==> src/rtl/evtio_pkg.sv <==
package evtio_pkg;
  typedef enum logic [2:0] {
    GRP_DATA,
    GRP_DIR,
    GRP_MASK,
    GRP_POL,
    GRP_EN,
    GRP_PEND,
    GRP_NONE
  } reg_grp_e;
endpackage

==> src/rtl/evtio_sync.sv <==
module evtio_sync #(
  parameter int N = 48
) (
  input  logic         clk,
  input  logic         rst,
  input  logic [N-1:0] d,
  output logic [N-1:0] q
);
  logic [N-1:0] meta_q;
  logic [N-1:0] stab_q;

  always_ff @(posedge clk) begin
    if (rst) begin
      meta_q <= '0;
      stab_q <= '0;
    end else begin
      meta_q <= d;
      stab_q <= meta_q;
    end
  end

  assign q = stab_q;
endmodule

==> src/rtl/evtio_decode.sv <==
module evtio_decode
  import evtio_pkg::*;
#(
  parameter int NPORTS = 6,
  parameter int NEVT   = 3,
  parameter int AW     = 5,
  parameter int IW     = 3
) (
  input  logic [AW-1:0] addr,
  output reg_grp_e      grp,
  output logic [IW-1:0] idx
);
  localparam int DIR_BASE  = NPORTS;
  localparam int MASK_BASE = 2 * NPORTS;
  localparam int POL_BASE  = 3 * NPORTS;
  localparam int EN_BASE   = POL_BASE + NEVT;
  localparam int PEND_BASE = EN_BASE + NEVT;
  localparam int END_ADDR  = PEND_BASE + NEVT;

  always_comb begin
    int a;
    a   = int'(addr);
    grp = GRP_NONE;
    idx = '0;
    if (a < DIR_BASE) begin
      grp = GRP_DATA;
      idx = IW'(a);
    end else if (a < MASK_BASE) begin
      grp = GRP_DIR;
      idx = IW'(a - DIR_BASE);
    end else if (a < POL_BASE) begin
      grp = GRP_MASK;
      idx = IW'(a - MASK_BASE);
    end else if (a < EN_BASE) begin
      grp = GRP_POL;
      idx = IW'(a - POL_BASE);
    end else if (a < PEND_BASE) begin
      grp = GRP_EN;
      idx = IW'(a - EN_BASE);
    end else if (a < END_ADDR) begin
      grp = GRP_PEND;
      idx = IW'(a - PEND_BASE);
    end
  end
endmodule

==> src/rtl/evtio_capture.sv <==
module evtio_capture #(
  parameter int W = 8
) (
  input  logic         clk,
  input  logic         rst,
  input  logic [W-1:0] lvl,
  input  logic [W-1:0] pol,
  input  logic [W-1:0] clr,
  output logic [W-1:0] pend
);
  logic [W-1:0] prev_q;
  logic [W-1:0] pend_q;
  logic [W-1:0] evt;

  // polarity 0: rising, polarity 1: falling
  assign evt = (~prev_q & lvl & ~pol) | (prev_q & ~lvl & pol);

  always_ff @(posedge clk) begin
    if (rst) begin
      prev_q <= '0;
      pend_q <= '0;
    end else begin
      prev_q <= lvl;
      pend_q <= (pend_q & ~clr) | evt;
    end
  end

  assign pend = pend_q;

  for (genvar b = 0; b < W; b++) begin : g_chk
    assert_event_wins_R8: assert property (@(posedge clk) disable iff (rst)
      evt[b] |=> pend_q[b]);
    assert_sticky_R7: assert property (@(posedge clk) disable iff (rst)
      (pend_q[b] && !clr[b]) |=> pend_q[b]);
    assert_cleared_R7: assert property (@(posedge clk) disable iff (rst)
      (clr[b] && !evt[b]) |=> !pend_q[b]);
  end
endmodule

==> src/rtl/evtio_ports.sv <==
module evtio_ports
  import evtio_pkg::*;
#(
  parameter int NPORTS = 6,
  parameter int NEVT   = 3,
  parameter int W      = 8,
  parameter int AW     = 5
) (
  input  logic                clk,
  input  logic                rst,
  input  logic [AW-1:0]       addr,
  input  logic                wr_en,
  input  logic [W-1:0]        wr_data,
  input  logic                rd_en,
  output logic [W-1:0]        rd_data,
  output logic                rd_valid,
  input  logic [NPORTS*W-1:0] pad_in,
  output logic [NPORTS*W-1:0] pad_out,
  output logic [NPORTS*W-1:0] pad_oe,
  output logic                irq
);
  localparam int NL  = NPORTS * W;
  localparam int NE  = NEVT * W;
  localparam int IW  = (NPORTS > 1) ? $clog2(NPORTS) : 1;
  localparam int EIW = (NEVT > 1) ? $clog2(NEVT) : 1;

  reg_grp_e      grp;
  logic [IW-1:0] idx;
  logic [NL-1:0] pin_s;
  logic [W-1:0]  dat_q  [NPORTS];
  logic [W-1:0]  dir_q  [NPORTS];
  logic [W-1:0]  mask_q [NPORTS];
  logic [W-1:0]  pin_b  [NPORTS];
  logic [W-1:0]  pol_q  [NEVT];
  logic [W-1:0]  en_q   [NEVT];
  logic [W-1:0]  pend_b [NEVT];
  logic [NE-1:0] pend_all;
  logic [NE-1:0] en_all;
  logic [NPORTS-1:0] dat_we;
  logic [W-1:0]  rd_mux;
  logic [EIW-1:0] eidx;

  evtio_decode #(.NPORTS(NPORTS), .NEVT(NEVT), .AW(AW), .IW(IW)) u_dec (
    .addr (addr),
    .grp  (grp),
    .idx  (idx)
  );

  evtio_sync #(.N(NL)) u_sync (
    .clk (clk),
    .rst (rst),
    .d   (pad_in),
    .q   (pin_s)
  );

  assign eidx = idx[EIW-1:0];

  for (genvar p = 0; p < NPORTS; p++) begin : g_port
    assign dat_we[p] = wr_en && (grp == GRP_DATA) && (idx == IW'(p));

    always_ff @(posedge clk) begin
      if (rst) begin
        dat_q[p]  <= '0;
        dir_q[p]  <= '0;
        mask_q[p] <= '0;
      end else begin
        if (dat_we[p])
          dat_q[p] <= (dat_q[p] & mask_q[p]) | (wr_data & ~mask_q[p]);
        if (wr_en && (grp == GRP_DIR) && (idx == IW'(p)))
          dir_q[p] <= wr_data;
        if (wr_en && (grp == GRP_MASK) && (idx == IW'(p)))
          mask_q[p] <= wr_data;
      end
    end

    assign pad_out[p*W +: W] = dat_q[p];
    assign pad_oe[p*W +: W]  = dir_q[p];
    assign pin_b[p]          = pin_s[p*W +: W];

    assert_mask_holds_R3: assert property (@(posedge clk) disable iff (rst)
      dat_we[p] |=> ((dat_q[p] & $past(mask_q[p])) == ($past(dat_q[p]) & $past(mask_q[p]))));
  end

  for (genvar e = 0; e < NEVT; e++) begin : g_evt
    logic [W-1:0] clr;

    assign clr = (wr_en && (grp == GRP_PEND) && (idx == IW'(e))) ? wr_data : '0;

    always_ff @(posedge clk) begin
      if (rst) begin
        pol_q[e] <= '0;
        en_q[e]  <= '0;
      end else begin
        if (wr_en && (grp == GRP_POL) && (idx == IW'(e)))
          pol_q[e] <= wr_data;
        if (wr_en && (grp == GRP_EN) && (idx == IW'(e)))
          en_q[e] <= wr_data;
      end
    end

    evtio_capture #(.W(W)) u_cap (
      .clk  (clk),
      .rst  (rst),
      .lvl  (pin_s[e*W +: W]),
      .pol  (pol_q[e]),
      .clr  (clr),
      .pend (pend_b[e])
    );

    assign pend_all[e*W +: W] = pend_b[e];
    assign en_all[e*W +: W]   = en_q[e];
  end

  always_ff @(posedge clk) begin
    if (rst) irq <= 1'b0;
    else     irq <= |(pend_all & en_all);
  end

  always_comb begin
    rd_mux = '0;
    case (grp)
      GRP_DATA: rd_mux = pin_b[idx];
      GRP_DIR:  rd_mux = dir_q[idx];
      GRP_MASK: rd_mux = mask_q[idx];
      GRP_POL:  rd_mux = pol_q[eidx];
      GRP_EN:   rd_mux = en_q[eidx];
      GRP_PEND: rd_mux = pend_b[eidx];
      default:  rd_mux = '0;
    endcase
  end

  always_ff @(posedge clk) begin
    if (rst) begin
      rd_data  <= '0;
      rd_valid <= 1'b0;
    end else begin
      rd_valid <= rd_en;
      if (rd_en) rd_data <= rd_mux;
    end
  end

  assert_irq_needs_enable_R9: assert property (@(posedge clk) disable iff (rst)
    irq |-> $past(|en_all));
  assert_irq_needs_pending_R9: assert property (@(posedge clk) disable iff (rst)
    irq |-> $past(|pend_all));
  assert_read_latency_R4: assert property (@(posedge clk) disable iff (rst)
    rd_valid |-> $past(rd_en));
endmodule

==> config.mk <==
export PLATFORM = sky130hd
export DESIGN_NAME = evtio_ports
export DESIGN_NICKNAME = d
export VERILOG_FILES = /design/src/rtl/evtio_pkg.sv /design/src/rtl/evtio_sync.sv /design/src/rtl/evtio_decode.sv /design/src/rtl/evtio_capture.sv /design/src/rtl/evtio_ports.sv
export SDC_FILE = /design/constraint.sdc
export NUM_CORES = 1
export LEC_CHECK = 0
export BUFFER_PORTS_ARGS = -buffer_cell sky130_fd_sc_hd__buf_2
export CAP_MARGIN = 20
export CORE_MARGIN = 4
export CORE_UTILIZATION = 50
export CTS_BUF_LIST = sky130_fd_sc_hd__clkbuf_4 sky130_fd_sc_hd__clkbuf_8
export CTS_CLUSTER_SIZE = 20
export DETAILED_ROUTE_END_ITERATION = 10
export PLACE_DENSITY = 0.78
export SLEW_MARGIN = 20
export SYNTH_ARGS = -nofsm -noshare
export SYNTH_HDL_FRONTEND = slang
export SYNTH_HIERARCHICAL = 1
export SYNTH_SLANG_ARGS = --single-unit
==> constraint.sdc <==
create_clock -name clk -period 2.9 [get_ports clk]
set_clock_uncertainty 0.05 [all_clocks]
set_input_delay 0.29 -clock clk [delete_from_list [all_inputs] [get_ports clk]]
set_output_delay 0.29 -clock clk [all_outputs]
set_load 0.05 [all_outputs]
==> impl_summary.txt, run 1 <==
----------------------------------------------------
[Placement]
  Worst setup slack before clock tree synthesis ... -0.0834 ns
  Detailed-placement wirelength estimate ... 30.6 mm
  Gp weighted congestion ... 0.932
  Cell Count Post-Placement ... 1870
  Buffers added on ports ... 170

[Timing]
  Unrepaired setup endpoints after global routing ... no
  Max-slew violation count ... 0
  Final critical-path setup slack ... 0.399 ns
  Final min period ... 2.50 ns
  Share of the cycle needed by the critical path after routing ... 86.3%
  Least-Margin Pin Slew ... 0.778 ns
  Final Setup Violations ... 0
  Number of hold-slack violations in the final timing report ... 0
  Headroom to the max-slew limit ... 48.2%
  Maximum achievable frequency ... 400 MHz

[Hold path]
  Worst hold path stage count ... 2
  Class of the tightest hold or removal check ... primary input to flop
  Hold worst-path end ... g_evt[1].u_cap/prev_q[6]$_SDFF_PP0_
  Source of the worst hold timing path ... rst

[Global routing]
  Sum of overflow across all layers after global routing ... 0
  Aggregate global-route resource usage ... 25.8%
  Met3 GRT Util ... 5.02%
  Antenna violations before repair ... 0
  Via count of the first global-routing pass ... 11.3k
  Met2 Usage GRT ... 41.1%
  Met1 Usage GRT ... 36.0%
  Wire length of the first global-routing pass ... 66.5 mm
  Maximum number of pins on one net before global-route repair ... 119
  Most Used Layer, Global Route ... met2

[Route]
  DR pass1 iterations ... 5
  Vias per Instance ... 5.67
  Average wire per standard cell ... 21.9 um
  DR vias ... 11.4k
  Post-route DRC ... 0
  Final WL ... 44.2 mm
  Number of nets with antenna violations after detailed routing ... 0
  Starting DRC count in detailed routing ... 1236

[Layout]
  Number of standard cells in the layout, taps in and fillers out ... 2020
  Count of fill cells added during filler insertion ... 2220
  Net count, final ... 1655
  Area grow syn2layout ... 23.8%
  Share of final-layout standard cells stronger than drive strength 1 ... 24.4%
  Antenna diode instance count ... 0

[Pwr]
  Static leakage ... 7.73 nW
  Maximum vdd drop ... 0.621 mV
  PnR Total Power ... 11.6 mW
  Power per cell area ... 613 mW/mm^2

[Yosys]
  Post-Synthesis Cell Area ... 0.0152 sq mm
  Avg Synthesized Cell Area ... 11.8 sq um
  Biggest area contributors in the synthesized netlist ... sky130_fd_sc_hd__edfxtp_1, sky130_fd_sc_hd__dfxtp_1, sky130_fd_sc_hd__and2_1
  Dominant cell type by area after synthesis ... sky130_fd_sc_hd__edfxtp_1
  Post-synthesis register bit count ... 346
  EDFF count, synth ... 192
  Leading post-synthesis cells by instance count ... sky130_fd_sc_hd__edfxtp_1, sky130_fd_sc_hd__and2_1, sky130_fd_sc_hd__dfxtp_1, sky130_fd_sc_hd__nor2b_1, sky130_fd_sc_hd__mux2i_1
  Most used DFF post-synth ... sky130_fd_sc_hd__edfxtp_1
  Most frequent cell after synthesis ... sky130_fd_sc_hd__edfxtp_1
  Synth warnings ... 6
  Synthesized netlist cell count ... 1288
  Proportion of netlist area held by the largest area contributor ... 37.8%
  Post-synthesis sequential area ratio ... 58.0%
  Net Count, Synth ... 1358
  Fraction of registers with async set/reset ... 0%
  Number of distinct library cells after synthesis ... 54

[Die]
  Area enclosed by the die boundary ... 0.0334 sq mm
  # IOs ... 171
  Row cnt ... 63
  Floorplan core area ... 0.0299 sq mm
  Die Ht ... 183 um
  Die width ... 183 um
  Starting Density ... 51.0%

[Worst setup path]
  Cell family with the largest share of critical-path delay ... compound AO/OA/AOI/OAI gates
  Category of the critical setup timing path ... primary input to flop
  End of the worst register-to-register path ... rd_data[4]$_SDFFE_PP0P_
  Worst R2R Path Depth ... 5
  Worst R2R Start ... mask_q[1][4]$_SDFFCE_PN0P_
  Critical Path, Cell by Cell ... buf_2 > ha_1 > or3_1 > o21a_1 > o211ai_1 > buf_12 > buf_4 > buf_12 > mux2i_1 > o21ai_0 > o211ai_1 > a31oi_1
  Buffers & Inverters on Critical Path ... 4
  Largest stage delay on the critical path ... 0.38 ns
  Arrival time at the worst endpoint ... 2.91 ns
  Worst Path Required ... 3.31 ns
  Cell with the largest stage delay on the worst path ... sky130_fd_sc_hd__or3_1
  Setup crit start kind ... primary input
  Setup slack of the most critical reg-to-reg path ... 1.04 ns
  Largest driver fanout on the critical path ... 19
  Kind of end point of the critical path ... flop

[Clock network]
  Buffer type at the clock tree root ... sky130_fd_sc_hd__clkbuf_8
  Deepest level of the CTS H-tree ... 2
  CTS max path bufs ... 3
  TritonCTS clock tree ... done
  Sink count of the clock tree ... 346
  Post CTS Setup Buffer Count ... 0
  Number of buffers added by the clock tree synthesis step ... 55
  Cts repair resizes ... 0
  Later-pin clock latency in the skew report ... 0.60 ns
  Clock slew at reported path FFs ... 0.06 ns

[Status]
  Result of the run ... completed

[Job]
  Maxcap violations ... 0

----------------------------------------------------
[routing by layer]
metal,wire length (um),share of wire [%]
met4,1180,2.7
met5,0,0
met2,20800,47
met1,17900,41
met3,4290,9.7
[layout make-up]
class	count	area (sq um)	share of cell area (%)
Multi-Input combinational cell	841	5950	31.5
Clock inverter	17	115	0.610
Sequential cell	346	8850	46.9
Timing Repair Buffer	318	2370	12.6
Inverter	23	86.3	0.457
Tap cell	390	488	2.59
Clock buffer	85	1020	5.40
[where the power goes]
group	switching, mW	total [mW]	internal [mW]
Sequential	0.209	5.64	5.43
Clock	1.92	4.26	2.34
Combinational	1.03	1.67	0.646
[worst reg2reg max path, delay by kind of cell (launching register included)]
kind,cells,cell delay [ns]
multiplexers,1,0.54
AO/OA/AOI/OAI,3,0.54
flip-flops,1,0.47
buffers and inverters,1,0.15
[cell families after synthesis]
| logic type | after synthesis | synth area share [%] |
|---|---|---|
| xor gates and xnor gates | 1 | 0.0574 |
| buffers and inverters | 101 | 3.12 |
| AOI/OAI and AO/OA | 176 | 8.29 |
| muxes | 123 | 9.57 |
| and+or+nand+nor | 536 | 20.5 |
| adders and majority gates | 5 | 0.410 |
| DFF | 346 | 58.0 |
[through the flow]
stage / hold slack [ns] / TNS [ns] / utilization [%] / cell area, sq um
after global routing: 0.0158 / 0 / 63.2 / 18900
after global placement: 0.375 / -0.173 / 57.8 / 17300
final: 0.0494 / 0 / 63.2 / 18900
after detailed placement: 0.374 / -3.42 / 57.8 / 17300
after CTS: 0.0181 / 0 / 63.2 / 18900
after floorplan: 0.312 / 0 / - / 15200
[registers in the layout, indices dropped and copies added (netlist names)]
register	count
g_evt.u_cap/pend	24
rd_valid	1
pol_q	24
u_sync/q	48
u_sync/meta_q	48
en_q	24
g_evt.u_cap/prev_q	24
dir_q	48
irq	1
mask_q	48
rd_data	8
dat_q	48
[layout by cell type (no fill, tap or decap), types with 6 or more instances in the layout]
master,netlist,final
sky130_fd_sc_hd__nor3_1,8,8
sky130_fd_sc_hd__and2_1,170,170
sky130_fd_sc_hd__a21oi_1,11,10
sky130_fd_sc_hd__nand2b_1,29,29
sky130_fd_sc_hd__clkbuf_8,0,61
sky130_fd_sc_hd__buf_2,20,169
sky130_fd_sc_hd__o211ai_1,8,8
sky130_fd_sc_hd__o2bb2ai_1,9,9
sky130_fd_sc_hd__nand3b_1,25,25
sky130_fd_sc_hd__nor2_1,79,79
sky130_fd_sc_hd__clkinv_1,0,7
sky130_fd_sc_hd__inv_1,23,23
sky130_fd_sc_hd__clkinv_2,0,6
sky130_fd_sc_hd__edfxtp_1,192,192
sky130_fd_sc_hd__o221ai_1,9,9
sky130_fd_sc_hd__a22oi_1,13,13
sky130_fd_sc_hd__clkbuf_4,0,24
sky130_fd_sc_hd__a221oi_1,7,7
sky130_fd_sc_hd__mux2i_1,103,103
sky130_fd_sc_hd__dlygate4sd3_1,0,48
sky130_fd_sc_hd__buf_12,0,23
sky130_fd_sc_hd__nand2_1,55,55
sky130_fd_sc_hd__buf_4,7,78
sky130_fd_sc_hd__nor2b_1,124,124
sky130_fd_sc_hd__a21o_1,21,21
sky130_fd_sc_hd__mux4_2,14,14
sky130_fd_sc_hd__or3b_1,24,24
sky130_fd_sc_hd__o211a_1,14,14
sky130_fd_sc_hd__a31oi_1,36,36
sky130_fd_sc_hd__dfxtp_1,154,154
sky130_fd_sc_hd__o21ai_0,35,34
[worst max path at each step]
stage	from	end	depth (start not counted)
6_report	addr[1]	rd_data[2]$_SDFFE_PP0P_	12
5_1_grt	addr[2]	dir_q[1][4]$_SDFFCE_PN0P_	14
4_1_cts	addr[1]	rd_data[2]$_SDFFE_PP0P_	12
3_5_place_dp	addr[1]	dir_q[4][5]$_SDFFCE_PN0P_	12
3_3_place_gp	addr[1]	dir_q[4][2]$_SDFFCE_PN0P_	11
2_1_floorplan	addr[1]	pol_q[2][0]$_SDFFCE_PN0P_	9
[what timing repair did]
action                                 CTS  global route
setup endpoints to repair                0             0
endpoints found under the hold margin   48             0
hold buffers                            48             0
(Power assumes the default switching activity.)
==> run 2: changes to the inputs <==
clock period = 2.28 ns   (was 2.9 ns; I/O delays follow)
==> impl_summary.txt, run 2 (synthesis gave the netlist of run 1 again) <==
----------------------------------------------------
[Status]
  Result of the run ... completed

[Timing]
  Accumulated negative setup slack ... 0 ns
  Final critical-path setup slack ... 0.0139 ns
  Maximum achievable frequency ... 441 MHz
  Final min period ... 2.27 ns
  Number of hold-slack violations in the final timing report ... 0
  Final Setup Violations ... 0
  Unrepaired setup endpoints after global routing ... yes
  Worst hold-check slack ... 0.162 ns
  Least-Margin Pin Slew ... 0.735 ns
  Headroom to the max-slew limit ... 51.0%
  Max-slew violation count ... 0
  Share of the cycle needed by the critical path after routing ... 99.4%

[Route]
  Starting DRC count in detailed routing ... 1219
  DR pass1 iterations ... 6
  Vias per Instance ... 5.63
  Post-route DRC ... 0
  Average wire per standard cell ... 21.9 um
  Final WL ... 44.5 mm
  Number of nets with antenna violations after detailed routing ... 0
  DR vias ... 11.5k

[Worst setup path]
  Kind of end point of the critical path ... flop
  Setup slack of the most critical reg-to-reg path ... 0.43 ns
  Cell family with the largest share of critical-path delay ... compound AO/OA/AOI/OAI gates
  CP Depth ... 12
  Buffers & Inverters on Critical Path ... 2
  Worst Path Required ... 2.72 ns
  Worst R2R Path Depth ... 5
  Setup crit start kind ... primary input
  Category of the critical setup timing path ... primary input to flop
  Critical Path, Cell by Cell ... clkbuf_4 > ha_4 > a21oi_4 > o21ai_2 > a21oi_2 > a21o_4 > buf_6 > mux4_2 > and3_1 > a221oi_2 > nand3_1 > a31o_1
  Cell with the largest stage delay on the worst path ... sky130_fd_sc_hd__mux4_2
  Largest stage delay on the critical path ... 0.49 ns
  Worst R2R Start ... mask_q[3][6]$_SDFFCE_PN0P_
  Worst setup path endpoint ... rd_data[6]$_SDFFE_PP0P_
  Critical Path Start ... addr[2]
  End of the worst register-to-register path ... rd_data[6]$_SDFFE_PP0P_
  Arrival time at the worst endpoint ... 2.71 ns
  Largest driver fanout on the critical path ... 6

[Pwr]
  Total net switching power ... 4.06 mW
  Internal power component ... 10.6 mW
  Combinational share of power ... 15.3%
  Reg power frac ... 48.9%
  Static leakage ... 7.82 nW
  Share of total power consumed by net switching ... 27.6%
  Power per cell area ... 760 mW/mm^2
  Fraction of power consumed by the clock network ... 35.8%
  PnR Total Power ... 14.7 mW
  Maximum vdd drop ... 0.579 mV

[Placement]
  Gp weighted congestion ... 0.957
  Buffers added on ports ... 170
  Cell Count Post-Placement ... 1890
  Detailed-placement wirelength estimate ... 31.0 mm
  Worst setup slack before clock tree synthesis ... -0.815 ns
  Area post-placement ... 0.0176 sq mm

[Layout]
  Net count, final ... 1677
  Number of standard cells in the layout, taps in and fillers out ... 2036
  Finished Core Util ... 64.6%
  Area grow syn2layout ... 26.6%
  Share of final-layout standard cells stronger than drive strength 1 ... 28.1%
  Final instance area ... 0.0193 sq mm
  Most frequent cells in the layout ... sky130_fd_sc_hd__edfxtp_1, sky130_fd_sc_hd__and2_1, sky130_fd_sc_hd__buf_2
  Most common library cell in the layout ignoring fill and taps ... sky130_fd_sc_hd__edfxtp_1

[Global routing]
  Maximum number of pins on one net before global-route repair ... 153
  Aggregate global-route resource usage ... 26.1%
  Via count of the first global-routing pass ... 11.6k
  Antenna violations before repair ... 4
  Sum of overflow across all layers after global routing ... 0
  Wire length of the first global-routing pass ... 67.1 mm

[Job]
  Maxcap violations ... 0

[Clock network]
  Clock slew at reported path FFs ... 0.07 ns
  Number of buffers added by the clock tree synthesis step ... 53
  Later-pin clock latency in the skew report ... 0.60 ns
  CTS max path bufs ... 3
  TritonCTS clock tree ... done
  Buffer type at the clock tree root ... sky130_fd_sc_hd__clkbuf_8
  Sink count of the clock tree ... 346
  Deepest level of the CTS H-tree ... 2

[Die]
  Starting Density ... 51.0%
  Die Ht ... 183 um
  Area enclosed by the die boundary ... 0.0334 sq mm
  Die width ... 183 um
  # IOs ... 171
  Row cnt ... 63
  Floorplan core area ... 0.0299 sq mm

[Hold path]
  Class of the tightest hold or removal check ... primary input to flop

----------------------------------------------------
## run 2: changes by cell type in the layout (fill, tap and decap cells not counted), moves of 6 or more
cell | previous run | this run
sky130_fd_sc_hd__a21o_1 | 21 | 7
sky130_fd_sc_hd__buf_4 | 78 | 101
sky130_fd_sc_hd__nor2_2 | 0 | 6
sky130_fd_sc_hd__clkbuf_4 | 24 | 18
sky130_fd_sc_hd__a21o_4 | 1 | 13
sky130_fd_sc_hd__nor2_1 | 79 | 71
## run 2: worst min-delay path by stage
stage                                 startpoint                             endpoint  cells past startpoint  slack (ns)
global placement    u_sync/meta_q[15]$_SDFF_PP0_              u_sync/q[15]$_SDFF_PP0_                      1        0.38
CTS                                          rst             en_q[2][5]$_SDFFCE_PN0P_                      2        0.13
finish                                       rst             en_q[2][5]$_SDFFCE_PN0P_                      2        0.16
detailed placement  u_sync/meta_q[22]$_SDFF_PP0_              u_sync/q[22]$_SDFF_PP0_                      1        0.38
floorplan                                    rst  g_evt[0].u_cap/prev_q[0]$_SDFF_PP0_                      1        0.25
global route                                 rst             en_q[2][5]$_SDFFCE_PN0P_                      2        0.14
## run 2: area by class of cell
type                       instances  area (sq um)
tap                              390           488
sequential                       346          8850
clock buffer                      77           953
clock inverter                    16           130
timing repair buffer             341          2520
antenna                            1          2.50
multi-input combinational        842          6260
fill                            2202         10600
inverter                          23           103
## run 2: timing repair
action / in CTS / in global routing
buffers inserted: 0 / 2
endpoints found under the hold margin: 54 / 0
resized for setup: 4 / 14
gates cloned: 0 / 1
endpoints found under the setup margin: 8 / 66
hold buffers: 49 / 0
pin swaps: 0 / 3
## run 2: power groups by stage
| stage | Combinational, mW | Sequential (mW) | Clock, mW |
|---|---|---|---|
| 2_1_floorplan | 1.03 | 7.55 | 0 |
| 3_3_place_gp | 2.10 | 7.28 | 0 |
| 3_5_place_dp | 2.12 | 7.29 | 0 |
| 4_1_cts | 2.20 | 7.16 | 5.30 |
| 5_1_grt | 2.37 | 7.20 | 5.59 |
| 6_report | 2.25 | 7.17 | 5.26 |
## run 2: layer usage
| metal | global-route usage, % | part of all wire (%) |
|---|---|---|
| met2 | 39.9 | 44 |
| met5 | 0 | 0.049 |
| met1 | 35.9 | 42 |
| met4 | 9.13 | 3.1 |
| met3 | 7.26 | 11 |
==> run 3: changes to the inputs <==
SYNTH_HIERARCHICAL = default   (was 1)
==> impl_summary.txt, run 3 <==
----------------------------------------------------
[Status]
  Result of the run ... completed

[Yosys]
  Number of distinct library cells after synthesis ... 62
  Biggest area contributors in the synthesized netlist ... sky130_fd_sc_hd__edfxtp_1, sky130_fd_sc_hd__dfxtp_1, sky130_fd_sc_hd__nor2b_1
  Dominant combinational cell family by area after synthesis ... simple AND/OR/NAND/NOR gates
  Dominant cell type by area after synthesis ... sky130_fd_sc_hd__edfxtp_1
  Compound-Gate Fraction of Synth Area ... 10.1%
  Proportion of netlist area held by the largest area contributor ... 38.3%
  Post-synthesis adder-cell area fraction ... 0.416%
  Post-synthesis register bit count ... 346
  Synth Area in Simple Gates ... 21.9%
  Most used DFF post-synth ... sky130_fd_sc_hd__edfxtp_1
  EDFF count, synth ... 192
  Synthesized netlist cell count ... 1403
  Synth warnings ... 0
  Multiplexer share of the synthesized area ... 4.93%
  Xor and xnor area share after synthesis ... 0%
  Net Count, Synth ... 1473
  Post-Synthesis Cell Area ... 0.0150 sq mm
  Fraction of registers with async set/reset ... 0%
  Post-synthesis sequential area ratio ... 58.8%
  Most frequent cell after synthesis ... sky130_fd_sc_hd__edfxtp_1
  Leading post-synthesis cells by instance count ... sky130_fd_sc_hd__edfxtp_1, sky130_fd_sc_hd__nand2_1, sky130_fd_sc_hd__dfxtp_1, sky130_fd_sc_hd__nor2b_1, sky130_fd_sc_hd__nor3_1
  Avg Synthesized Cell Area ... 10.7 sq um

[Route]
  Vias per Instance ... 5.99
  Routed met3 length ... 5.28 mm
  DR pass1 iterations ... 6
  Highest Signal Layer ... met4
  DR vias ... 13.0k
  Starting DRC count in detailed routing ... 1800
  Average wire per standard cell ... 24.2 um
  Number of nets with antenna violations after detailed routing ... 0
  Length of routed wiring on met1 ... 20.4 mm
  Post-route DRC ... 0
  Final WL ... 52.4 mm
  Total length of routed met2 wires ... 23.9 mm

[Layout]
  Final instance area ... 0.0196 sq mm
  Most frequent cells in the layout ... sky130_fd_sc_hd__edfxtp_1, sky130_fd_sc_hd__nand2_1, sky130_fd_sc_hd__buf_2
  Finished Core Util ... 66.1%
  Number of standard cells in the layout, taps in and fillers out ... 2168
  Net count, final ... 1805
  Area grow syn2layout ... 30.3%
  Share of final-layout standard cells stronger than drive strength 1 ... 30.1%
  Most common library cell in the layout ignoring fill and taps ... sky130_fd_sc_hd__edfxtp_1
  Antenna diode instance count ... 0

[Clock network]
  Later-pin clock latency in the skew report ... 0.61 ns
  TritonCTS clock tree ... done
  CTS max path bufs ... 3
  Buffer type at the clock tree root ... sky130_fd_sc_hd__clkbuf_8
  Sink count of the clock tree ... 346
  Deepest level of the CTS H-tree ... 2
  Clock slew at reported path FFs ... 0.06 ns
  Number of buffers added by the clock tree synthesis step ... 55

[Pwr]
  Total net switching power ... 4.34 mW
  Power per cell area ... 791 mW/mm^2
  Reg power frac ... 46.2%
  Share of total power consumed by net switching ... 28.0%
  Combinational share of power ... 16.5%
  Static leakage ... 7.57 nW
  Fraction of power consumed by the clock network ... 37.3%
  Internal power component ... 11.2 mW
  Maximum vdd drop ... 0.581 mV

[Die]
  Floorplan core area ... 0.0296 sq mm
  Row cnt ... 63
  Starting Density ... 50.8%
  Die Ht ... 181 um
  Die width ... 181 um
  Area enclosed by the die boundary ... 0.0329 sq mm
  # IOs ... 171

[Global routing]
  Wire length of the first global-routing pass ... 77.5 mm
  Sum of overflow across all layers after global routing ... 0
  Maximum number of pins on one net before global-route repair ... 114
  Aggregate global-route resource usage ... 30.4%
  Via count of the first global-routing pass ... 12.8k
  Antenna violations before repair ... 0

[Placement]
  Buffers added on ports ... 170
  Area post-placement ... 0.0175 sq mm
  Gp weighted congestion ... 1.03
  Detailed-placement wirelength estimate ... 36.8 mm
  Cell Count Post-Placement ... 2006

[Worst setup path]
  Worst Path Required ... 2.69 ns
  Arrival time at the worst endpoint ... 2.69 ns
  Worst R2R Start ... dir_q[4][4]$_SDFFCE_PN0P_
  Category of the critical setup timing path ... primary input to flop
  Kind of end point of the critical path ... flop
  Setup crit start kind ... primary input
  Largest driver fanout on the critical path ... 8
  Critical Path Start ... addr[1]

[Timing]
  Unrepaired setup endpoints after global routing ... yes
  Headroom to the max-slew limit ... 65.1%
  Final Setup Violations ... 0
  Share of the cycle needed by the critical path after routing ... 99.7%
  Least-Margin Pin Slew ... 0.523 ns
  Maximum achievable frequency ... 440 MHz
  Max-slew violation count ... 0
  Number of hold-slack violations in the final timing report ... 0
  Final min period ... 2.27 ns

[Job]
  Maxcap violations ... 0

[Hold path]
  Source of the worst hold timing path ... wr_data[7]
  Class of the tightest hold or removal check ... primary input to flop

----------------------------------------------------
run 3: cell count changes in the layout (fill, tap and decap cells not counted), moves of 34 or more:
cell                      before  now
sky130_fd_sc_hd__nand2_1      53  168
sky130_fd_sc_hd__nor4_1        1   65
sky130_fd_sc_hd__buf_4       101  147
sky130_fd_sc_hd__mux2i_1     102   68
sky130_fd_sc_hd__and2_1      168    3
sky130_fd_sc_hd__nor3_1        5   84
run 3: repair_timing:
action | 4_1_cts | 5_1_grt
hold endpoints to repair | 50 | 0
hold buffers | 50 | 0
endpoints found under the setup margin | 8 | 69
gates cloned | 1 | 2
pin swaps | 1 | 15
buffers inserted | 0 | 9
resized for setup | 12 | 38
run 3: final timing paths:
path                                            end  slack [ns]  cells after the start
hold / removal    g_evt[0].u_cap.pend[7]$_SDFF_PP0_        0.05                      4
hold reg to reg             u_sync.q[38]$_SDFF_PP0_        0.38                      1
setup / recovery            rd_data[4]$_SDFFE_PP0P_       0.006                     12
setup reg to reg            rd_data[4]$_SDFFE_PP0P_        0.61                      5
run 3: cell families (layout without fill, tap and decap cells):
kind of cell               count (synthesis)  in the layout
DFF                                      346            346
buffers and inverters                    130            503
adders and majority gates                  5              5
AOI/OAI and AO/OA                        215            215
muxes                                     74             74
and+or+nand+nor                          633            635
run 3: routing by layer:
metal	vias up	track usage, %
li1	5785	-
met1	6182	41.4
met2	849	48.0
met3	181	5.13
met4	0	14.0
met5	-	0
run 3: metrics by stage:
stage	setup TNS [ns]	power, mW	hold WS, ns	worst slack (ns)
after floorplan	-43.78	8.62	0.306	-0.283
after global placement	-137.19	9.57	0.369	-0.850
after detailed placement	-163.04	9.59	0.370	-0.814
after CTS	-0.00662	15.4	0.0158	-0.00662
after global routing	-0.0135	16.0	0.0540	-0.0135
final	0	15.5	0.0468	0.00570
run 3: power by group through the flow:
stage	sequential, mW	combinational (mW)	clock, mW
6_report	7.17	2.55	5.78
5_1_grt	7.18	2.67	6.14
4_1_cts	7.15	2.41	5.82
3_5_place_dp	7.28	2.32	0
3_3_place_gp	7.27	2.30	0
2_1_floorplan	7.53	1.09	0
run 3: final cells by class:
cell class / count / area (sq um)
clock buffers: 82 / 1010
clock inverters: 18 / 214
fillers: 2200 / 10000
inverters: 14 / 52.6
multi-input cells: 929 / 6090
flip-flops and latches: 346 / 8850
well taps: 390 / 488
repair buffers: 389 / 2900
run 3: worst max-delay path: stages:
cell and delay (ns):
sky130_fd_sc_hd__buf_6 0.10, sky130_fd_sc_hd__inv_2 0.05, sky130_fd_sc_hd__ha_2 0.18, sky130_fd_sc_hd__a211o_4 0.39, sky130_fd_sc_hd__a2111oi_4 0.42, sky130_fd_sc_hd__a211oi_4 0.10
sky130_fd_sc_hd__and2_4 0.22, sky130_fd_sc_hd__buf_4 0.19, sky130_fd_sc_hd__o21ai_1 0.12, sky130_fd_sc_hd__a31oi_1 0.08, sky130_fd_sc_hd__nor4_2 0.45, sky130_fd_sc_hd__a41oi_2 0.17
